--- src/rtl/sram_ctl_pkg.sv ---
package sram_ctl_pkg;

  typedef enum logic [2:0] {
    ST_IDLE,
    ST_RD_ACC,
    ST_RD_TURN,
    ST_WR_SET,
    ST_WR_PULSE,
    ST_WR_REC
  } state_e;

  function automatic int ceil_cyc(input int ns, input int clk_ps);
    return (ns * 1000 + clk_ps - 1) / clk_ps;
  endfunction

  function automatic int imax(input int a, input int b);
    return (a > b) ? a : b;
  endfunction

  // access limits in ns per grade
  function automatic int t_addr_acc(input bit fast);   return fast ? 70 : 100; endfunction
  function automatic int t_cs_acc(input bit fast);     return fast ? 70 : 100; endfunction
  function automatic int t_oe_acc(input bit fast);     return fast ? 35 : 50;  endfunction
  function automatic int t_out_dis(input bit fast);    return fast ? 25 : 35;  endfunction
  function automatic int t_wr_pulse(input bit fast);   return fast ? 50 : 60;  endfunction
  function automatic int t_data_su(input bit fast);    return fast ? 30 : 35;  endfunction
  function automatic int t_addr_wh_su(input bit fast); return fast ? 60 : 80;  endfunction
  function automatic int t_wr_cycle(input bit fast);   return fast ? 70 : 100; endfunction

  function automatic int rd_cycles(input bit fast, input int clk_ps);
    return imax(imax(ceil_cyc(t_addr_acc(fast), clk_ps), ceil_cyc(t_cs_acc(fast), clk_ps)),
                imax(ceil_cyc(t_oe_acc(fast), clk_ps), 1));
  endfunction

  function automatic int turn_cycles(input bit fast, input int clk_ps);
    return imax(ceil_cyc(t_out_dis(fast), clk_ps), 1);
  endfunction

  // address setup to write-enable fall is 0 ns; keep one cycle
  function automatic int set_cycles(input bit fast, input int clk_ps);
    return imax(ceil_cyc(fast ? 0 : 0, clk_ps), 1);
  endfunction

  function automatic int pulse_cycles(input bit fast, input int clk_ps);
    return imax(imax(ceil_cyc(t_wr_pulse(fast), clk_ps), ceil_cyc(t_data_su(fast), clk_ps) + 1),
                imax(ceil_cyc(t_addr_wh_su(fast), clk_ps) - set_cycles(fast, clk_ps), 2));
  endfunction

  function automatic int rec_cycles(input bit fast, input int clk_ps);
    return imax(ceil_cyc(t_wr_cycle(fast), clk_ps) - set_cycles(fast, clk_ps)
                - pulse_cycles(fast, clk_ps), 1);
  endfunction

endpackage

--- src/rtl/sram_ctl_timer.sv ---
module sram_ctl_timer #(
  parameter int CNT_W = 4
) (
  input  logic             clk_i,
  input  logic             rst_ni,
  input  logic             load_i,
  input  logic [CNT_W-1:0] load_val_i,
  output logic [CNT_W-1:0] cnt_o,
  output logic             zero_o
);

  logic [CNT_W-1:0] cnt_q;

  always_ff @(posedge clk_i or negedge rst_ni) begin
    if (!rst_ni)            cnt_q <= '0;
    else if (load_i)        cnt_q <= load_val_i;
    else if (cnt_q != '0)   cnt_q <= cnt_q - 1'b1;
  end

  assign cnt_o  = cnt_q;
  assign zero_o = (cnt_q == '0);

endmodule

--- src/rtl/sram_ctl_fsm.sv ---
module sram_ctl_fsm
  import sram_ctl_pkg::*;
#(
  parameter int RD_CYC    = 14,
  parameter int TURN_CYC  = 5,
  parameter int SET_CYC   = 1,
  parameter int PULSE_CYC = 11,
  parameter int REC_CYC   = 2,
  parameter int CNT_W     = 4
) (
  input  logic             clk_i,
  input  logic             rst_ni,
  input  logic             req_i,
  input  logic             we_i,
  input  logic [CNT_W-1:0] cnt_i,
  input  logic             zero_i,
  output logic             load_o,
  output logic [CNT_W-1:0] load_val_o,
  output logic             accept_o,
  output logic             capture_o,
  output logic             ready_o,
  output logic             cs_no,
  output logic             we_no,
  output logic             oe_no,
  output logic             dq_oe_o
);

  localparam logic [CNT_W-1:0] RdLd    = CNT_W'(RD_CYC - 1);
  localparam logic [CNT_W-1:0] TurnLd  = CNT_W'(TURN_CYC - 1);
  localparam logic [CNT_W-1:0] SetLd   = CNT_W'(SET_CYC - 1);
  localparam logic [CNT_W-1:0] PulseLd = CNT_W'(PULSE_CYC - 1);
  localparam logic [CNT_W-1:0] RecLd   = CNT_W'(REC_CYC - 1);

  state_e state_q, state_d;

  always_ff @(posedge clk_i or negedge rst_ni) begin
    if (!rst_ni) state_q <= ST_IDLE;
    else         state_q <= state_d;
  end

  always_comb begin
    state_d    = state_q;
    load_o     = 1'b0;
    load_val_o = '0;
    accept_o   = 1'b0;
    capture_o  = 1'b0;
    ready_o    = 1'b0;
    unique case (state_q)
      ST_IDLE: begin
        if (req_i) begin
          accept_o   = 1'b1;
          load_o     = 1'b1;
          state_d    = we_i ? ST_WR_SET : ST_RD_ACC;
          load_val_o = we_i ? SetLd : RdLd;
        end
      end
      ST_RD_ACC: begin
        if (zero_i) begin
          capture_o  = 1'b1;
          load_o     = 1'b1;
          load_val_o = TurnLd;
          state_d    = ST_RD_TURN;
        end
      end
      ST_RD_TURN: begin
        if (zero_i) begin
          ready_o = 1'b1;
          state_d = ST_IDLE;
        end
      end
      ST_WR_SET: begin
        if (zero_i) begin
          load_o     = 1'b1;
          load_val_o = PulseLd;
          state_d    = ST_WR_PULSE;
        end
      end
      ST_WR_PULSE: begin
        if (zero_i) begin
          load_o     = 1'b1;
          load_val_o = RecLd;
          state_d    = ST_WR_REC;
        end
      end
      ST_WR_REC: begin
        if (zero_i) begin
          ready_o = 1'b1;
          state_d = ST_IDLE;
        end
      end
      default: state_d = ST_IDLE;
    endcase
  end

  // strobes decode from registered state only
  assign cs_no   = !(state_q == ST_RD_ACC || state_q == ST_WR_SET || state_q == ST_WR_PULSE);
  assign oe_no   = (state_q != ST_RD_ACC);
  assign we_no   = (state_q != ST_WR_PULSE);
  // driver waits one cycle after write enable falls
  assign dq_oe_o = (state_q == ST_WR_PULSE) && (cnt_i != PulseLd);

endmodule

--- src/rtl/sram_ctl_dpath.sv ---
module sram_ctl_dpath #(
  parameter int ADDR_W = 19,
  parameter int DATA_W = 8
) (
  input  logic              clk_i,
  input  logic              rst_ni,
  input  logic              accept_i,
  input  logic              capture_i,
  input  logic [ADDR_W-1:0] addr_i,
  input  logic [DATA_W-1:0] wdata_i,
  input  logic [DATA_W-1:0] mem_dq_i,
  output logic [ADDR_W-1:0] mem_addr_o,
  output logic [DATA_W-1:0] mem_dq_o,
  output logic [DATA_W-1:0] rdata_o
);

  always_ff @(posedge clk_i or negedge rst_ni) begin
    if (!rst_ni) begin
      mem_addr_o <= '0;
      mem_dq_o   <= '0;
    end else if (accept_i) begin
      mem_addr_o <= addr_i;
      mem_dq_o   <= wdata_i;
    end
  end

  always_ff @(posedge clk_i or negedge rst_ni) begin
    if (!rst_ni)        rdata_o <= '0;
    else if (capture_i) rdata_o <= mem_dq_i;
  end

endmodule

--- src/rtl/sram_ctl.sv ---
module sram_ctl
  import sram_ctl_pkg::*;
#(
  parameter int ADDR_W     = 19,
  parameter int DATA_W     = 8,
  parameter int CLK_PS     = 5000,
  parameter bit FAST_GRADE = 1'b1,
  parameter int RD_CYC     = rd_cycles(FAST_GRADE, CLK_PS),
  parameter int TURN_CYC   = turn_cycles(FAST_GRADE, CLK_PS),
  parameter int SET_CYC    = set_cycles(FAST_GRADE, CLK_PS),
  parameter int PULSE_CYC  = pulse_cycles(FAST_GRADE, CLK_PS),
  parameter int REC_CYC    = rec_cycles(FAST_GRADE, CLK_PS)
) (
  input  logic              clk_i,
  input  logic              rst_ni,
  input  logic              req_i,
  input  logic              we_i,
  input  logic [ADDR_W-1:0] addr_i,
  input  logic [DATA_W-1:0] wdata_i,
  output logic              ready_o,
  output logic [DATA_W-1:0] rdata_o,
  output logic [ADDR_W-1:0] mem_addr_o,
  output logic              mem_cs_no,
  output logic              mem_we_no,
  output logic              mem_oe_no,
  output logic [DATA_W-1:0] mem_dq_o,
  output logic              mem_dq_oe_o,
  input  logic [DATA_W-1:0] mem_dq_i
);

  localparam int MaxCyc = imax(imax(imax(RD_CYC, TURN_CYC), imax(SET_CYC, PULSE_CYC)), REC_CYC);
  localparam int CntW   = imax($clog2(MaxCyc + 1), 1);

  logic            load;
  logic [CntW-1:0] load_val;
  logic [CntW-1:0] cnt;
  logic            zero;
  logic            accept;
  logic            capture;

  sram_ctl_timer #(.CNT_W(CntW)) timer_i (
    .clk_i      (clk_i),
    .rst_ni     (rst_ni),
    .load_i     (load),
    .load_val_i (load_val),
    .cnt_o      (cnt),
    .zero_o     (zero)
  );

  sram_ctl_fsm #(
    .RD_CYC    (RD_CYC),
    .TURN_CYC  (TURN_CYC),
    .SET_CYC   (SET_CYC),
    .PULSE_CYC (PULSE_CYC),
    .REC_CYC   (REC_CYC),
    .CNT_W     (CntW)
  ) fsm_i (
    .clk_i      (clk_i),
    .rst_ni     (rst_ni),
    .req_i      (req_i),
    .we_i       (we_i),
    .cnt_i      (cnt),
    .zero_i     (zero),
    .load_o     (load),
    .load_val_o (load_val),
    .accept_o   (accept),
    .capture_o  (capture),
    .ready_o    (ready_o),
    .cs_no      (mem_cs_no),
    .we_no      (mem_we_no),
    .oe_no      (mem_oe_no),
    .dq_oe_o    (mem_dq_oe_o)
  );

  sram_ctl_dpath #(.ADDR_W(ADDR_W), .DATA_W(DATA_W)) dpath_i (
    .clk_i      (clk_i),
    .rst_ni     (rst_ni),
    .accept_i   (accept),
    .capture_i  (capture),
    .addr_i     (addr_i),
    .wdata_i    (wdata_i),
    .mem_dq_i   (mem_dq_i),
    .mem_addr_o (mem_addr_o),
    .mem_dq_o   (mem_dq_o),
    .rdata_o    (rdata_o)
  );

endmodule

--- config.mk ---
export PLATFORM = sky130hd
export DESIGN_NAME = sram_ctl
export DESIGN_NICKNAME = d
export VERILOG_FILES = /design/src/rtl/sram_ctl_pkg.sv /design/src/rtl/sram_ctl_timer.sv /design/src/rtl/sram_ctl_fsm.sv /design/src/rtl/sram_ctl_dpath.sv /design/src/rtl/sram_ctl.sv
export SDC_FILE = /design/constraint.sdc
export NUM_CORES = 1
export LEC_CHECK = 0
export CAP_MARGIN = 10
export CORE_ASPECT_RATIO = 1.5
export CORE_UTILIZATION = 60
export DETAILED_ROUTE_END_ITERATION = 7
export DONT_BUFFER_PORTS = 1
export PLACE_DENSITY_LB_ADDON = 0.2
export SLEW_MARGIN = 20
export SYNTH_ARGS = -nofsm -noshare
export SYNTH_HDL_FRONTEND = slang
export SYNTH_SLANG_ARGS = --single-unit
--- constraint.sdc ---
create_clock -name clk_i -period 1.9 [get_ports clk_i]
set_input_delay 0.19 -clock clk_i [delete_from_list [all_inputs] [get_ports clk_i]]
set_output_delay 0.19 -clock clk_i [all_outputs]
set_load 0.05 [all_outputs]
==> results_dict.tcl, run 1 <==
set metrics [dict create \
    avgViaCountPerCell 6.071 \
    crit_arrival_ns 2.00 \
    grt.total_usage_pct 24.94 \
    totalWireLength_um 3715 \
    start_kind "flop" \
    dieArea_um2 3350 \
    end_kind "flop" \
    area_delta_synth_final_pct 18.26 \
    cts.sinks 42 \
    tightest_slew_ns 0.5003 \
    cp_max_fo 5 \
    post_drt_wl_per_cell_um 18.76 \
    r2r_end "timer_i.cnt_o[0]" \
    grt_max_degree 43 \
    gpl.final_weighted_congestion 0.8596 \
    synth_area_um2 1871 \
    insertion_delay_ns 0.29 \
    num_antenna_cells 0 \
    dr_wl_met3_um 318 \
    setup_violations 0 \
    max_slew_margin_pct 66.65 \
    hold_end "dpath_i.rdata_o[0]" \
    hold_viol_final 0 \
    fin_util_pct 75.17 \
    fin_crit_ns 1.824 \
    grt-ovfl-total 0 \
    cts_tree "built" \
    initial_core_util_pct 63.56 \
    clockBufferDepth 2 \
    fin_nets 199 \
    fin_crit_sh_pct 95.98 \
    worstPathRequired_ns 2.08 \
    grt_pass1_wl_um 5865 \
    top_layer_used "met4" \
    hold_class "in2reg" \
    r2r_start "timer_i.cnt_o[1]" \
    core_area_um2 2943 \
    outcome "finished clean" \
    port_buffers 0 \
    drc 0 \
    skew_ns 0.004171 \
    final_common_cell "dfrtp_1" \
    drive_above_1_share_pct 45.91 \
    r2r_slack_ns 0.08 \
    critPathKind "reg2reg" \
    synthesis.nets 182 \
    dp_hpwl_um 2606 \
    antenna_left 0 \
    cap_violations 0 \
    rows 24 \
    drtIter0Drc 32 \
    antenna_found_initial 0 \
    vias 1202 \
    fmax_mhz 548.4 \
    final_cell_mix "42 x dfrtp_1, 36 x mux2_2, 12 x buf_4, 6 x nand2_1" \
    drv_slew 0 \
    die_height_um 70.39 \
    synthCells 141 \
    syn_area_per_cell_um2 13.27 \
    firstDrtPassIters 4 \
    yosysSeqAreaShare_pct 56.19 \
    reg2regPathDepth 7 \
    clk_pin_slew_ns 0.08 \
    ys_ff_latch 42 \
    wl_met1_um 1244 \
    synth_cell_types 34 \
    grt_pass1_vias 1314 \
    holdPathStages 1 \
    min_from "mem_dq_i[0]" \
    htreeDepth 2 \
    met2_length_um 2015 \
    nFillCells 215 \
    die-width_um 47.59 \
    cts_buffers 5 \
    io_pins 79 \
    cts_root_buf "clkbuf_8" \
    yosysWarnings 0 \
]
synthesized netlist by cell type:
| library cell | n | area share (%) |
|---|---|---|
| nor2b_1 | 2 | 0.67 |
| nor3_1 | 1 | 0.27 |
| o21ai_0 | 2 | 0.54 |
| ha_1 | 2 | 1.3 |
| nor4b_1 | 1 | 0.47 |
| dfrtp_1 | 42 | 56 |
| o31a_1 | 1 | 0.47 |
| mux2_2 | 36 | 22 |
| a211oi_1 | 1 | 0.40 |
| o21bai_1 | 3 | 1.2 |
| or3b_4 | 1 | 0.60 |
| nor4b_4 | 1 | 1.3 |
| buf_6 | 1 | 0.60 |
| a41o_1 | 1 | 0.54 |
| buf_2 | 5 | 1.3 |
| nand2b_1 | 1 | 0.33 |
| clkbuf_1 | 1 | 0.20 |
| nand3_1 | 3 | 0.80 |
| a31oi_1 | 3 | 1.0 |
| o22ai_1 | 1 | 0.33 |
| a21oi_1 | 5 | 1.3 |
| a311o_1 | 1 | 0.54 |
| nor3b_2 | 2 | 1.3 |
| nand3_2 | 1 | 0.54 |
| a22oi_1 | 1 | 0.40 |
| nand2_1 | 6 | 1.2 |
| nor3b_1 | 1 | 0.40 |
| inv_1 | 4 | 0.80 |
| a22o_1 | 1 | 0.47 |
| nor2_1 | 6 | 1.2 |
| or3b_1 | 1 | 0.47 |
| buf_4 | 1 | 0.40 |
| nor2_2 | 1 | 0.33 |
| and2_1 | 1 | 0.33 |
metal layers:
layer / global-route usage, % / vias up
li1: - / 534
met1: 26.12 / 590
met2: 42.31 / 64
met3: 8.010 / 14
met4: 11.73 / 0
met5: 0 / -
how the worst max path moves through the flow:
stage,start,to,slack [ns],cells after the start
global route,timer_i.cnt_o[1],timer_i.cnt_o[3],-0.005,7
global placement,timer_i.cnt_o[0],timer_i.cnt_o[3],0.15,6
floorplan,timer_i.cnt_o[0],ready_o,0.05,5
finish,timer_i.cnt_o[1],timer_i.cnt_o[0],0.08,7
detailed placement,timer_i.cnt_o[0],timer_i.cnt_o[0],0.01,6
CTS,timer_i.cnt_o[1],timer_i.cnt_o[0],0.01,7
metrics by stage:
step	cells	setup slack [ns]	instance area, um2	hold WS [ns]	setup TNS [ns]
after CTS	194	0.01144	2157	0.03897	0
after global routing	198	-0.005219	2212	0.03022	-0.005287
after global placement	182	0.1510	1993	-0.1049	0
final	198	0.07642	2212	0.04394	0
after detailed placement	182	0.01183	1993	-0.1047	0
after floorplan	141	0.04684	1879	-0.1056	0
cells by family after synthesis:
kind of cell	share of synthesized area, %
compound gates	7.225
fa+ha+maj	1.338
buf+inv	3.344
flops	56.19
mux	21.67
simple gates	10.23
state kept, by name, summed over array words and instances (netlist names):
register and flops:
timer_i.cnt_o 4, dpath_i.mem_addr_o 19, fsm_i.state_q 3, dpath_i.mem_dq_o 8
dpath_i.rdata_o 8
critical path, cell delays in order, from the launching register on:
cell and delay [ns]:
dfrtp_1 0.43, inv_2 0.08, ha_4 0.13, or3b_4 0.42
buf_4 0.18, nor2_4 0.10, o21ai_0 0.12, a41o_1 0.25
what timing repair did:
item	in CTS	in global routing
endpoints found under the setup margin	2	4
pin swaps	0	2
gates resized for setup	4	5
hold buffers	2	0
buffers inserted	2	4
cloned	0	0
hold endpoints to repair	42	0
area by class of cell:
| cell class | count | area, um2 | share of cell area, % |
|---|---|---|---|
| clock buffers | 5 | 68.82 | 3.111 |
| clock inverters | 3 | 40.04 | 1.810 |
| inverters | 4 | 15.01 | 0.6787 |
| multi-input cells | 87 | 797.0 | 36.03 |
| flip-flops and latches | 42 | 1051 | 47.51 |
| well taps | 39 | 48.80 | 2.206 |
| repair buffers | 18 | 191.4 | 8.654 |
Power of run 1 is left out: the tool's default activity adds up to more than one toggle a clock period on the data nets, which glitch-free logic cannot reach.
==> run 2: changes to the inputs <==
--- a/config.mk
+++ b/config.mk
@@ -6,7 +6,7 @@
 export NUM_CORES = 1
 export LEC_CHECK = 0
 export CAP_MARGIN = 10
-export CORE_ASPECT_RATIO = 1.5
+export CORE_ASPECT_RATIO = 0.5
 export CORE_UTILIZATION = 60
 export DETAILED_ROUTE_END_ITERATION = 7
 export DONT_BUFFER_PORTS = 1
==> run 2 against run 1 <==
Routed wire length down 3.8%. First-iteration DRC count increased by 6.3%. Critical path depth is 2 lower. Fmax is 1.4% lower. Via count decreased by 4.1%. Die area rose by 0.26%. Register-to-register slack is essentially flat. Cell area fell by 3.5%. Critical endpoint is now ready_o. Largest cell class unchanged.
==> results_dict.tcl, run 2 (synthesis results as in run 1) <==
set metrics [dict create \
    outcome "finished clean" \
    drv_slew 0 \
    cts_tree "built" \
    crit_path_max_incr_delay_ns 0.43 \
    crit_arrival_ns 1.66 \
    grt-ovfl-total 0 \
    antenna_found_initial 0 \
    dp_hpwl_um 2494 \
    final_cell_mix "42 x dfrtp_1, 36 x mux2_2, 8 x buf_4, 6 x nand2_1" \
    rows 13 \
    setup_violations 0 \
    fmax_mhz 540.9 \
    num_antenna_cells 0 \
    dp.cells 180 \
    cts_root_buf "clkbuf_8" \
    avgViaCountPerCell 6.068 \
    rsz0062_at_grt "true" \
    grt_busiest_layer "met2" \
    die_height_um 41.48 \
    nFillCells 170 \
    worstPathRequired_ns 1.71 \
    drive_above_1_share_pct 43.79 \
    largest-register "dpath_i.mem_addr_o" \
    clockBufferDepth 2 \
    totalWireLength_um 3573 \
    path_cells "buf_4, nor2b_1, a22oi_1, nor2_2, buf_12" \
    grt_pass1_vias 1222 \
    tightest_slew_ns 0.4962 \
    worst-path-buf-inv 2 \
    use_met1_pct 29.97 \
    slowest_stage "dfrtp_1" \
    largest_register_ffs 19 \
    gpl.final_weighted_congestion 0.8191 \
    gr-usage-met2_pct 38.66 \
    cts.sinks 42 \
    reg_top3 "dpath_i.mem_addr_o (19), dpath_i.mem_dq_o (8), dpath_i.rdata_o (8)" \
    end_kind "primary output" \
    skew_ns 0.003577 \
    initial_core_util_pct 67.65 \
    area_delta_synth_final_pct 14.11 \
    critPathKind "reg2out" \
    fin_crit_sh_pct 97.31 \
    dieArea_um2 3358 \
    core_area_um2 2765 \
    fin_crit_ns 1.849 \
    die-width_um 80.96 \
    cts_buffers 5 \
    max_slew_margin_pct 66.92 \
    fin_area_um2 2135 \
    critical-path-top-delay-family "flip-flops" \
    start_kind "flop" \
    hold_class "in2reg" \
    post_drt_wl_per_cell_um 18.81 \
    fin_cells 190 \
    grt_use_met3_pct 8.571 \
    drc 0 \
    grt_pass1_wl_um 5899 \
    io_pins 79 \
    grt.total_usage_pct 23.95 \
    hold_viol_final 0 \
    cp_max_fo 14 \
    drtIter0Drc 34 \
    htreeDepth 2 \
    insertion_delay_ns 0.28 \
    port_buffers 0 \
    place_area_um2 1991 \
    antenna_left 0 \
    vias 1153 \
    firstDrtPassIters 4 \
    final_common_cell "dfrtp_1" \
    fin_nets 194 \
    hold_ws_ns 0.05211 \
    clk_pin_slew_ns 0.07 \
    cap_violations 0 \
    grt_max_degree 43 \
]
[run 2: cell count changes in the layout (fill, tap and decap cells not counted)]
| cell | previous run | this run |
|---|---|---|
| buf_4 | 12 | 8 |
| buf_6 | 1 | 0 |
| nor2_4 | 2 | 0 |
| inv_2 | 2 | 1 |
| bufinv_16 | 1 | 0 |
| inv_1 | 2 | 3 |
| nor2_2 | 0 | 2 |
| nor4b_2 | 0 | 1 |
| nor4b_1 | 1 | 0 |
[run 2: layer usage]
metal	share of wire (%)	routed length, um	up-vias
met3	8.0	286	8
met5	0	0	-
li1	-	-	524
met1	40	1444	578
met4	1.7	60	0
met2	50	1783	43
[run 2: worst reg2reg max path: cells and delay by family (launching register included)]
| family | cells | cell delay (ns) |
|---|---|---|
| AOI/OAI and AO/OA | 2 | 0.35 |
| buffers and inverters | 2 | 0.28 |
| and+or+nand+nor | 2 | 0.52 |
| DFF | 1 | 0.40 |
| adders and majority gates | 1 | 0.17 |
[run 2: worst paths after layout]
| kind | end | slack, ns | from | cells past startpoint |
|---|---|---|---|---|
| max in group asynchronous | dpath_i.mem_addr_o[2] | 1.33 | rst_ni | 2 |
| worst max register to register | timer_i.cnt_o[0] | 0.07 | timer_i.cnt_o[1] | 7 |
| min in group asynchronous | dpath_i.mem_addr_o[8] | 0.37 | rst_ni | 2 |
| worst max-delay path | ready_o | 0.05 | fsm_i.state_q[0] | 5 |
| worst min-delay path | dpath_i.mem_addr_o[16] | 0.05 | addr_i[16] | 1 |
| worst min register to register | timer_i.cnt_o[1] | 0.70 | timer_i.cnt_o[0] | 3 |
[run 2: timing repair]
| item | 4_1_cts | 5_1_grt |
|---|---|---|
| buffers inserted | 1 | 0 |
| pin swaps | 1 | 0 |
| resized for setup | 3 | 3 |
| hold buffers | 2 | 0 |
| hold endpoints to repair | 42 | 0 |
| setup endpoints to repair | 4 | 12 |
[run 2: layout make-up]
| cell class | instances | area, um2 | area share, % |
|---|---|---|---|
| Multi-Input combinational cell | 87 | 793.3 | 37.16 |
| Sequential cell | 42 | 1051 | 49.24 |
| Tap cell | 37 | 46.29 | 2.169 |
| Clock inverter | 2 | 10.01 | 0.4689 |
| Inverter | 4 | 15.01 | 0.7034 |
| Timing Repair Buffer | 13 | 150.1 | 7.034 |
| Clock buffer | 5 | 68.82 | 3.224 |
[run 2: through the flow]
| stage | setup TNS [ns] | worst slack, ns | util, % |
|---|---|---|---|
| after floorplan | 0 | 0.04684 | - |
| after global placement | 0 | 0.1029 | 71.99 |
| after detailed placement | -0.009886 | -0.009886 | 71.99 |
| after CTS | 0 | 0.03078 | 76.74 |
| after global routing | -0.03681 | -0.01679 | 77.19 |
| final | 0 | 0.05106 | 77.19 |
Power of run 2 is left out for the same reason.
==> run 3: changes to the inputs <==
==> constraint.sdc (replaced) <==
create_clock -name clk_i -period 2 [get_ports clk_i]
set_input_delay 0.2 -clock clk_i [delete_from_list [all_inputs] [get_ports clk_i]]
set_output_delay 0.2 -clock clk_i [all_outputs]
set_load 0.05 [all_outputs]
==> run 3 against run 2 <==
Die area is the same. Worst setup slack gained 0.028 ns. Sequential share of layout area grew 1.0 points. Cell area shrank 2.0%. Non-clock buffer count shrank 3. Sequential cell count is the same. Critical path depth shrank 2. Register-to-register slack gained 0.02 ns.
==> results_dict.tcl, run 3 (synthesis results as in run 1) <==
set metrics [dict create \
    skew_ns 0.002419 \
    multi_input_area_um2 785.8 \
    num_antenna_cells 0 \
    dieArea_um2 3358 \
    drv_slew 0 \
    min_from "addr_i[12]" \
    fmax_mhz 520.6 \
    r2r_slack_ns 0.09 \
    drtIter0Drc 60 \
    gr-usage-met2_pct 36.64 \
    antenna_found_initial 0 \
    avgViaCountPerCell 6.182 \
    holdPathStages 1 \
    reg_top3 "dpath_i.mem_addr_o (19), dpath_i.mem_dq_o (8), dpath_i.rdata_o (8)" \
    clk_pin_slew_ns 0.07 \
    largest-register "dpath_i.mem_addr_o" \
    largest_register_ffs 19 \
    start_kind "flop" \
    outcome "finished clean" \
    grt_pass1_vias 1137 \
    setup_violations 0 \
    grt_use_met3_pct 7.473 \
    rsz0062_at_grt "false" \
    cts_buffers 5 \
    slowest_stage "dfrtp_1" \
    r2r_end "timer_i.cnt_o[1]" \
    cts_root_buf "clkbuf_8" \
    use_met1_pct 29.13 \
    area_delta_synth_final_pct 11.84 \
    reg2regPathDepth 7 \
    htreeDepth 2 \
    totalWireLength_um 3487 \
    nFillCells 188 \
    fin_crit_ns 1.921 \
    grt.total_usage_pct 22.42 \
    hold_class "in2reg" \
    port_buffers 0 \
    final_cell_mix "42 x dfrtp_1, 36 x mux2_2, 6 x nand2_1, 6 x buf_4" \
    cts_tree "built" \
    grt-ovfl-total 0 \
    cp_max_fo 13 \
    cts.sinks 42 \
    fin_nets 191 \
    critPathKind "reg2out" \
    final_common_cell "dfrtp_1" \
    drive_above_1_share_pct 42.00 \
    tightest_slew_ns 0.4883 \
    initial_core_util_pct 67.65 \
    firstDrtPassIters 6 \
    grt_max_degree 43 \
    grt_pass1_wl_um 5540 \
    post_drt_wl_per_cell_um 18.65 \
    dp_hpwl_um 2462 \
    antenna_left 0 \
    io_pins 79 \
    core_area_um2 2765 \
    gpl.final_weighted_congestion 0.8720 \
    rows 13 \
    insertion_delay_ns 0.28 \
    crit_arrival_ns 1.72 \
    fin_crit_sh_pct 96.05 \
    vias 1156 \
    hold_end "dpath_i.mem_addr_o[12]" \
    drc 0 \
    clockBufferDepth 2 \
    cap_violations 0 \
    path_cells "or3b_4, and2_1, buf_4" \
    max_slew_margin_pct 67.44 \
    worstPathRequired_ns 1.80 \
    grt_busiest_layer "met2" \
    final-seq-area_um2 1051 \
    hold_viol_final 0 \
    tns_ns 0 \
    end_kind "primary output" \
    die_height_um 41.48 \
    crit_path_max_incr_delay_ns 0.60 \
    r2r_start "timer_i.cnt_o[0]" \
    die-width_um 80.96 \
]
[run 3: cell types whose count changed in the layout (fill, tap and decap cells not counted)]
cell,previous run,this run
nor3b_2,1,2
nor4b_1,0,1
nor3b_4,1,0
nor2_2,2,1
nor2_4,0,1
nor4b_2,1,0
buf_4,8,6
buf_12,4,3
[run 3: worst max-delay path by stage]
stage,slack [ns],from,depth (start not counted),endpoint
floorplan,0.14,timer_i.cnt_o[0],5,ready_o
global placement,0.13,timer_i.cnt_o[0],6,timer_i.cnt_o[0]
detailed placement,0.02,timer_i.cnt_o[0],6,timer_i.cnt_o[1]
CTS,0.01,timer_i.cnt_o[0],5,ready_o
global route,0.01,timer_i.cnt_o[1],7,timer_i.cnt_o[1]
finish,0.08,fsm_i.state_q[2],3,mem_cs_no
[run 3: repair_timing]
| item | CTS | global route |
|---|---|---|
| hold endpoints to repair | 42 | 0 |
| buffers inserted | 2 | 0 |
| gates resized for setup | 3 | 2 |
| hold buffers | 2 | 0 |
| setup endpoints to repair | 2 | 13 |
[run 3: worst max-delay path: cells and delay by family (launching register included)]
| family | cells | cell delay, ns |
|---|---|---|
| flops | 1 | 0.60 |
| simple gates | 2 | 0.64 |
| buf+inv | 1 | 0.19 |
[run 3: per-stage QoR]
step	utilization [%]	cell area (um2)	instances	setup WS, ns	hold slack [ns]
4_1_cts	75.29	2082	187	0.01067	0.05130
5_1_grt	75.66	2092	187	0.01379	0.04507
3_3_place_gp	70.45	1948	176	0.1310	-0.09498
6_report	75.66	2092	187	0.07900	0.06099
3_5_place_dp	70.45	1948	176	0.01962	-0.09510
2_1_floorplan	-	1879	141	0.1368	-0.09559
[run 3: layout make-up]
| type | count | area share (%) |
|---|---|---|
| Clock buffer | 5 | 3.289 |
| Clock inverter | 2 | 0.4785 |
| Inverter | 4 | 0.7177 |
| Multi-Input combinational cell | 87 | 37.56 |
| Sequential cell | 42 | 50.24 |
| Tap cell | 37 | 2.213 |
| Timing Repair Buffer | 10 | 5.502 |
[run 3: layer usage]
layer  wire length, um  vias to the layer above
li1                  -                      515
met1              1461                      581
met2              1731                       58
met3               284                        2
met4                10                        0
met5                 0                        -
Power of run 3 is left out for the same reason.
